--- config.mk ---
export PLATFORM = sky130hd
export DESIGN_NAME = phy_cfg_writer
export DESIGN_NICKNAME = d
export VERILOG_FILES = /design/src/rtl/phycfg_pkg.sv /design/src/rtl/phycfg_item_src.sv /design/src/rtl/phycfg_hs_engine.sv /design/src/rtl/phycfg_wen_fan.sv /design/src/rtl/phy_cfg_writer.sv
export SDC_FILE = /design/constraint.sdc
export NUM_CORES = 1
export LEC_CHECK = 0
export CAP_MARGIN = 20
export CORE_ASPECT_RATIO = 0.9
export CORE_UTILIZATION = 40
export CTS_BUF_LIST = sky130_fd_sc_hd__clkbuf_16
export DETAILED_ROUTE_END_ITERATION = 8
export PLACE_DENSITY = 0.7
export REMOVE_ABC_BUFFERS = 1
export SYNTH_ARGS = -nofsm -noshare
export SYNTH_HDL_FRONTEND = slang
export SYNTH_SLANG_ARGS = --single-unit
--- constraint.sdc ---
create_clock -name clk -period 2.1 [get_ports clk]
set_input_delay 0.21 -clock clk [delete_from_list [all_inputs] [get_ports clk]]
set_output_delay 0.21 -clock clk [all_outputs]
set_load 0.05 [all_outputs]
--- src/rtl/phycfg_pkg.sv ---
package phycfg_pkg;
   typedef enum logic [2:0] {
      HS_IDLE   = 3'd0,
      HS_SETTLE = 3'd1,
      HS_SETUP  = 3'd2,
      HS_RISE   = 3'd3,
      HS_FALL   = 3'd4
   } hs_state_t;
endpackage

--- src/rtl/phycfg_item_src.sv ---
module phycfg_item_src #(
   parameter int NUM_PHY     = 2,
   parameter int LANES       = 4,
   parameter int ADDR_W      = 16,
   parameter int DATA_W      = 16,
   parameter int LANE_BASE   = 32'h1008,
   parameter int LANE_STRIDE = 32'h100,
   parameter int INIT_VAL    = 32'h0E21,
   localparam int PHY_W      = $clog2(NUM_PHY),
   localparam int LANE_W     = $clog2(LANES),
   localparam int IDX_W      = $clog2(NUM_PHY * LANES)
) (
   input  logic              is_burst,
   input  logic [IDX_W-1:0]  idx,
   input  logic [PHY_W-1:0]  one_phy,
   input  logic [ADDR_W-1:0] one_addr,
   input  logic [DATA_W-1:0] one_data,
   output logic [PHY_W-1:0]  item_phy,
   output logic [ADDR_W-1:0] item_addr,
   output logic [DATA_W-1:0] item_data
);
   logic [LANE_W-1:0] lane;
   logic [PHY_W-1:0]  bphy;

   assign lane = idx[LANE_W-1:0];
   assign bphy = PHY_W'(idx >> LANE_W);

   always_comb begin
      if (is_burst) begin
         item_phy  = bphy;
         item_addr = ADDR_W'(LANE_BASE) + ADDR_W'(lane) * ADDR_W'(LANE_STRIDE);
         item_data = DATA_W'(INIT_VAL);
      end else begin
         item_phy  = one_phy;
         item_addr = one_addr;
         item_data = one_data;
      end
   end
endmodule

--- src/rtl/phycfg_hs_engine.sv ---
module phycfg_hs_engine
   import phycfg_pkg::*;
#(
   parameter int SETTLE_CYC = 10,
   parameter int TMO_CYC    = 500,
   localparam int MAXC      = (SETTLE_CYC > TMO_CYC) ? SETTLE_CYC : TMO_CYC,
   localparam int CNT_W     = $clog2(MAXC + 1)
) (
   input  logic clk,
   input  logic rst_n,
   input  logic go,
   input  logic need_settle,
   input  logic ack,
   output logic wen_act,
   output logic item_done,
   output logic tmo
);
   hs_state_t        st;
   logic [CNT_W-1:0] cnt;
   logic             settle_end, tmo_end;

   assign settle_end = (cnt == CNT_W'(SETTLE_CYC - 1));
   assign tmo_end    = (cnt == CNT_W'(TMO_CYC - 1));

   assign wen_act   = (st == HS_RISE);
   assign item_done = (st == HS_FALL) && (!ack || tmo_end);
   assign tmo       = ((st == HS_RISE) && !ack && tmo_end) ||
                      ((st == HS_FALL) &&  ack && tmo_end);

   always_ff @(posedge clk or negedge rst_n) begin
      if (!rst_n) begin
         st  <= HS_IDLE;
         cnt <= '0;
      end else begin
         case (st)
            HS_IDLE: begin
               cnt <= '0;
               if (go) st <= need_settle ? HS_SETTLE : HS_SETUP;
            end
            HS_SETTLE: begin
               if (settle_end) begin
                  st  <= HS_SETUP;
                  cnt <= '0;
               end else cnt <= cnt + 1'b1;
            end
            HS_SETUP: begin
               st  <= HS_RISE;
               cnt <= '0;
            end
            HS_RISE: begin
               if (ack || tmo_end) begin
                  st  <= HS_FALL;
                  cnt <= '0;
               end else cnt <= cnt + 1'b1;
            end
            HS_FALL: begin
               if (!ack || tmo_end) begin
                  st  <= HS_IDLE;
                  cnt <= '0;
               end else cnt <= cnt + 1'b1;
            end
            default: begin
               st  <= HS_IDLE;
               cnt <= '0;
            end
         endcase
      end
   end
endmodule

--- src/rtl/phycfg_wen_fan.sv ---
module phycfg_wen_fan #(
   parameter int NUM_PHY = 2,
   localparam int PHY_W  = $clog2(NUM_PHY)
) (
   input  logic               wen_act,
   input  logic [PHY_W-1:0]   cur_phy,
   input  logic [NUM_PHY-1:0] ack_in,
   output logic [NUM_PHY-1:0] wen_out,
   output logic               ack_sel
);
   for (genvar p = 0; p < NUM_PHY; p++) begin : g_lane
      assign wen_out[p] = wen_act && (cur_phy == PHY_W'(p));
   end
   assign ack_sel = ack_in[cur_phy];
endmodule

--- src/rtl/phy_cfg_writer.sv ---
module phy_cfg_writer #(
   parameter int NUM_PHY     = 2,
   parameter int LANES       = 4,
   parameter int ADDR_W      = 16,
   parameter int DATA_W      = 16,
   parameter int SETTLE_CYC  = 10,
   parameter int TMO_CYC     = 500,
   parameter int LANE_BASE   = 32'h1008,
   parameter int LANE_STRIDE = 32'h100,
   parameter int INIT_VAL    = 32'h0E21,
   localparam int PHY_W      = $clog2(NUM_PHY),
   localparam int IDX_W      = $clog2(NUM_PHY * LANES)
) (
   input  logic               clk,
   input  logic               rst_n,
   input  logic               req_valid,
   input  logic [PHY_W-1:0]   req_phy,
   input  logic [ADDR_W-1:0]  req_addr,
   input  logic [DATA_W-1:0]  req_data,
   input  logic               burst_start,
   output logic               busy,
   output logic               done,
   output logic               warn,
   output logic [NUM_PHY-1:0] port_sel,
   output logic [ADDR_W-1:0]  port_addr,
   output logic [DATA_W-1:0]  port_wdata,
   output logic [NUM_PHY-1:0] port_wen,
   input  logic [NUM_PHY-1:0] port_ack
);
   localparam int LAST_IDX = NUM_PHY * LANES - 1;

   if (NUM_PHY < 2) begin : g_chk_phy
      $error("NUM_PHY must be at least 2");
   end
   if (LANES < 2 || (LANES & (LANES - 1)) != 0) begin : g_chk_lanes
      $error("LANES must be a power of two, at least 2");
   end
   if (SETTLE_CYC < 1 || TMO_CYC < 2) begin : g_chk_cyc
      $error("SETTLE_CYC must be >= 1 and TMO_CYC >= 2");
   end

   logic              busy_q, fin_q, go_q, burst_q, settle_q, sel_q, warn_q;
   logic [IDX_W-1:0]  idx_q;
   logic [PHY_W-1:0]  rphy_q;
   logic [ADDR_W-1:0] raddr_q;
   logic [DATA_W-1:0] rdata_q;
   logic [PHY_W-1:0]  cur_phy;
   logic              wen_act, item_done, tmo, ack_sel, last_item;

   phycfg_item_src #(
      .NUM_PHY(NUM_PHY), .LANES(LANES), .ADDR_W(ADDR_W), .DATA_W(DATA_W),
      .LANE_BASE(LANE_BASE), .LANE_STRIDE(LANE_STRIDE), .INIT_VAL(INIT_VAL)
   ) u_src (
      .is_burst (burst_q),
      .idx      (idx_q),
      .one_phy  (rphy_q),
      .one_addr (raddr_q),
      .one_data (rdata_q),
      .item_phy (cur_phy),
      .item_addr(port_addr),
      .item_data(port_wdata)
   );

   phycfg_hs_engine #(
      .SETTLE_CYC(SETTLE_CYC), .TMO_CYC(TMO_CYC)
   ) u_hs (
      .clk        (clk),
      .rst_n      (rst_n),
      .go         (go_q),
      .need_settle(settle_q),
      .ack        (ack_sel),
      .wen_act    (wen_act),
      .item_done  (item_done),
      .tmo        (tmo)
   );

   phycfg_wen_fan #(.NUM_PHY(NUM_PHY)) u_fan (
      .wen_act(wen_act),
      .cur_phy(cur_phy),
      .ack_in (port_ack),
      .wen_out(port_wen),
      .ack_sel(ack_sel)
   );

   assign last_item = !burst_q || (idx_q == IDX_W'(LAST_IDX));

   always_ff @(posedge clk or negedge rst_n) begin
      if (!rst_n) begin
         busy_q   <= 1'b0;
         fin_q    <= 1'b0;
         go_q     <= 1'b0;
         burst_q  <= 1'b0;
         settle_q <= 1'b0;
         sel_q    <= 1'b0;
         warn_q   <= 1'b0;
         idx_q    <= '0;
         rphy_q   <= '0;
         raddr_q  <= '0;
         rdata_q  <= '0;
      end else begin
         go_q  <= 1'b0;
         fin_q <= 1'b0;
         if (!busy_q) begin
            if (burst_start || req_valid) begin
               busy_q   <= 1'b1;
               burst_q  <= burst_start;
               idx_q    <= '0;
               warn_q   <= 1'b0;
               sel_q    <= 1'b1;
               settle_q <= !sel_q;
               go_q     <= 1'b1;
               if (!burst_start) begin
                  rphy_q  <= req_phy;
                  raddr_q <= req_addr;
                  rdata_q <= req_data;
               end
            end
         end else begin
            if (tmo) warn_q <= 1'b1;
            if (item_done) begin
               settle_q <= 1'b0;
               if (last_item) fin_q <= 1'b1;
               else begin
                  idx_q <= idx_q + 1'b1;
                  go_q  <= 1'b1;
               end
            end
            if (fin_q) busy_q <= 1'b0;
         end
      end
   end

   assign busy     = busy_q;
   assign done     = fin_q;
   assign warn     = warn_q;
   assign port_sel = {NUM_PHY{sel_q}};
endmodule

After elaboration in Yosys (flattened, before gate mapping)
Cells that the tools add are included.
Cells by class
  $add $sub $neg: 3
  magnitude comparators: 1
  mux-type cells: 34
  reductions and logical operators: 23
  eq/ne operators: 14
  bitwise logic cells: 3
Operator list (number)
  16-bit two-way mux: 2
  9-bit two-way mux: 3
  9-bit case mux with 3 select lines: 1
  3-bit two-way mux: 8
  1-bit two-way mux: 18
  3-bit case mux with 5 select lines: 1
  13-bit by 10-bit adder with 14-bit output (first input constant): 1
  9-bit by 1-bit adder with 9-bit output (second input constant): 1
  9-bit by 4-bit == test with 1-bit output (second input constant): 1
  9-bit == test (second input constant): 1
  2-bit != test (second input constant): 4
  1-bit logical AND: 7
  3-bit by 2-bit == test with 1-bit output (second input constant): 2
  3-bit == test (second input constant): 2
  2-bit by 1-bit != test with 1-bit output (second input constant): 3
  2-bit AND reduction: 3
  3-bit AND reduction: 2
  1-bit logical OR: 5
  4-bit AND reduction: 1
  3-bit by 1-bit adder with 3-bit output (second input constant): 1
  3-bit by 1-bit == test with 1-bit output (second input constant): 1
  1-bit logical NOT: 3
  3-bit logical NOT: 1
  1-bit inverter: 3
  3 further kinds: 3
Storage, ports and cells
  logic and storage cells: 91
  output and inout port bits: 39
  bits in registers: 55
  input port bits: 39

Depth between registers and ports, before layout
  word-level depth: 9
  mapped depth: 7
  depth with buffers taken out: 6

By module
Synthesis repeated with hierarchy kept, for this count alone.
Unflattened totals
  cell total of the unflattened synthesis: 220
  area total of the unflattened synthesis: 2791.4 sq um
Modules (own cells, without submodules)
  phy_cfg_writer: area each 1864.3 sq um, cells an instance 114, instances 1
  phycfg_hs_engine: area each 659.4 sq um, cells an instance 67, instances 1
  phycfg_item_src: area each 236.5 sq um, cells an instance 36, instances 1
  phycfg_wen_fan: area each 31.3 sq um, cells an instance 3, instances 1

Worst setup path before layout
OpenSTA, ideal clock, no wires.
  path kind: register to register
  start: register busy_q, in the netlist busy
  end: register raddr_q[0]
  setup slack: 0.318 ns
  data required time: 1.975 ns
  stages on the path, launching flop included: 6
  data arrival time: 1.657 ns
  clock period less this slack: 1.782 ns
  library setup time: 0.125 ns
  path through: dfrtp_1 > inv_1 > o21ai_0 > nor2_1 > buf_2 > mux2_2
On the way
  longest elaborated chain between the ends: 2
RTL lines
  start, declared: RTL line phy_cfg_writer.sv:42  | logic busy_q, fin_q, go_q, burst_q, settle_q, sel_q, warn_q;
  start signal, assigned: RTL line phy_cfg_writer.sv:89  | busy_q <= 1'b0;
  start signal, assigned: RTL line phy_cfg_writer.sv:105  | busy_q <= 1'b1;
  start signal, assigned: RTL line phy_cfg_writer.sv:128  | if (fin_q) busy_q <= 1'b0;
  1-bit inverter (no source line)
  3-bit AND reduction (no source line)
  end signal, assigned: RTL line phy_cfg_writer.sv:114  | raddr_q <= req_addr;
  end, declared: RTL line phy_cfg_writer.sv:45  | logic [ADDR_W-1:0] raddr_q;
Every way passes these cells.
A chain may end at the register's enable or synchronous reset.

Final worst setup path
  start: register u_hs.cnt[0]
  end: register u_hs.cnt[8]
On the way
  longest elaborated chain between the ends: 4
RTL lines
  start, declared: RTL line phycfg_hs_engine.sv:19  | logic [CNT_W-1:0] cnt;
  start signal, assigned: RTL line phycfg_hs_engine.sv:44  | end else cnt <= cnt + 1'b1;
  start signal, assigned: RTL line phycfg_hs_engine.sv:54  | end else cnt <= cnt + 1'b1;
  start signal, assigned: RTL line phycfg_hs_engine.sv:60  | end else cnt <= cnt + 1'b1;
  branches (longest 3 deep; another with 9-bit by 1-bit adder with 9-bit output)
  9-bit case mux with 3 select lines *: RTL line phycfg_hs_engine.sv:35  | case (st)
Every way passes the cells marked *.

==> metrics.cfg <==
[outcome]
status=complete, but fails checks
violations=negative hold slack

[placement]
place.port_buffers=77
dp_slack_ns=0.181
dp.cells=372
dpl.hpwl_mm=3.84
gp_congestion=0.781
dpl_cell_area_um2=3520

[finish]
final_layout_size_suffix_gt1_share_pct=33.8
post-route-util_pct=58.6
layout_common_cells=55 x dfrtp_1, 42 x clkdlybuf4s50_1, 36 x mux2_2
final_common_cell=dfrtp_1
final_cells=380
final_area_um2=3660
antennaDiodeCount=0
area_growth_pct=39.2
nNetsFinal=335

[timing]
rsz0062_at_grt=no
worst_slew_pin_slew_ns=0.733
setup-violations-final=0
fin_worst_skew_ns=0.00684
setup-tns-final_ns=0
hold_ws_ns=-0.0192
fmax_mhz=537
hold_viol=31
finalCritPeriodShare_pct=88.6
maxSlewHeadroom_pct=51.1
drv_slew=0
finalWorstSetupSlack_ns=0.238
period_needed_ns=1.86

[worst_setup_path]
critPathMaxFanout=10
r2r-end=u_hs.cnt[8]
criticalPathCategory=reg -> reg
cpPeakStageDelay_ns=0.54
cp_data_arrival_time_ns=2.06
ff2ff_path_depth=5
cp_slowest_cell=or3_1
worstSetupStartpointType=register
regToRegSetupSlack_ns=0.24
crit_required_ns=2.30
path_cells=ha_1, nor4b_1, and4b_1, or3_1, a221oi_2
end_kind=register
r2r_start=u_hs.cnt[0]

[logic_synthesis]
synthXorXnorAreaFrac_pct=2.33
synth_area_um2=2630
synth_top_family_by_area=multiplexers
synthAdderAreaFrac_pct=1.90
yosys_most_used_dff=dfrtp_1
seq_area_frac_synth_pct=52.3
synth_cells=215
synth-simple-area-share_pct=14.9
syn_avg_cell_area_um2=12.2
synth_edf_count=0
synth-compound-area-share_pct=5.80
synthArstFlopShare_pct=100
ys_seq_elements=55
synth.distinct_cells=43
ys_warn_count=0
synth_mux_area_share_pct=19.6

[route]
routed-wl-met2_mm=2.58
drc=0
viasPerCell=4.84
drtIter0Drc=38
vias=1841
topRoutingLayerUsed=met4
first_pass_iters=4
wl_met1_mm=2.47
wirelength_mm=5.29
wl_per_cell_um=13.9
wl_met3_um=217
ant_nets=0

[clock_network]
cts_buffers=5
cts_setup_buffers=0
htree_levels=2
cts_resized=0
clkSlewWorstSetupHoldPaths_ns=0.07
postCtsHoldBufs=0
clk_latency_ns=0.29
tritoncts=done
cts_sinks=55
clockRootBuffer=clkbuf_16
clk_path_buf_depth=2

[grt]
antenna_found_initial=0
grt_overflow=0
grt_max_degree=35
grt_pass1_wl_mm=8.84
grt_use_total_pct=16.6
grt_pass1_vias=1833

[floorplanning]
die_area_um2=6910
fp.dieW_um=87.5
top_level_ports=78
placeableCoreArea_um2=6250
start_util_pct=42.1
die_h_um=79.0
rows=27

[flow_run]
maxCapViolCount=0

[power]
p_leak_nw=1.63
worst_ir_drop_vdd_uv=808
total_power_mw=5.89
p_per_area_nw_per_um2=1610

[hold_path]
hold_class=in -> async

==> state kept, by name, indices dropped and copies added (netlist names) <==
name      flops
raddr_q      16
rdata_q      16
u_hs.cnt      9
idx_q         3
u_hs.st       3
burst_q       1
busy          1
done          1
go_q          1
rphy_q        1
sel_q         1
settle_q      1
warn          1
==> kinds of logic after synthesis <==
logic type / count (synthesis)
mux: 44
fa+ha+maj: 4
compound gates: 22
simple gates: 66
xor+xnor: 7
flops: 55
buf+inv: 17
==> cells in the mapped netlist, types with 3 or more instances <==
| library cell | number | share of area, % |
|---|---|---|
| ha_1 | 4 | 1.9 |
| o21ai_0 | 3 | 0.57 |
| nand2b_1 | 3 | 0.71 |
| a21oi_1 | 10 | 1.9 |
| inv_1 | 6 | 0.86 |
| or2_2 | 7 | 1.7 |
| dfrtp_1 | 55 | 52 |
| xnor2_1 | 4 | 1.3 |
| clkbuf_1 | 4 | 0.57 |
| nor2b_1 | 23 | 5.5 |
| nor2_1 | 10 | 1.4 |
| mux2i_1 | 5 | 1.9 |
| xor2_1 | 3 | 1.0 |
| and3_1 | 3 | 0.71 |
| nand2_1 | 6 | 0.86 |
| mux2_2 | 36 | 15 |
| buf_2 | 3 | 0.57 |
==> cell type report <==
class / instances / area (µm²)
clock buffers: 5 / 125
clock inverters: 3 / 16.3
fillers: 532 / 2580
inverters: 6 / 22.5
multi-input cells: 143 / 1180
flip-flops and latches: 55 / 1380
well taps: 87 / 109
repair buffers: 81 / 836
==> worst max-delay path by stage <==
| stage | startpoint | end | slack, ns | cells after the start |
|---|---|---|---|---|
| 6_report | u_hs.cnt[0] | u_hs.cnt[8] | 0.24 | 5 |
| 5_1_grt | u_hs.cnt[0] | u_hs.cnt[8] | 0.15 | 5 |
| 4_1_cts | u_hs.cnt[0] | u_hs.cnt[8] | 0.23 | 5 |
| 3_5_place_dp | burst_start | raddr_q[6] | 0.18 | 5 |
| 3_3_place_gp | burst_start | raddr_q[11] | 0.21 | 5 |
| 2_1_floorplan | busy | raddr_q[0] | -0.95 | 4 |
==> worst max-delay path: cells and delay by family, from the launching register on <==
family                   cells  cell delay (ns)
flip-flops                   1             0.42
adder cells (fa/ha/maj)      1             0.21
AO/OA/AOI/OAI                1             0.29
AND/OR/NAND/NOR              3             0.86
==> per-layer routing <==
metal	vias up	track usage [%]
li1	886	-
met1	910	22.5
met2	43	26.6
met3	2	4.78
met4	0	2.95
met5	-	0
==> report_power, final <==
part | leakage, nW | switching, mW | internal (mW) | total [mW]
Sequential | 0.690 | 0.248 | 1.47 | 1.71
Combinational | 0.870 | 1.99 | 1.39 | 3.39
Clock | 0.0710 | 0.358 | 0.436 | 0.794
No activity file was read; power rests on OpenSTA's default activity.
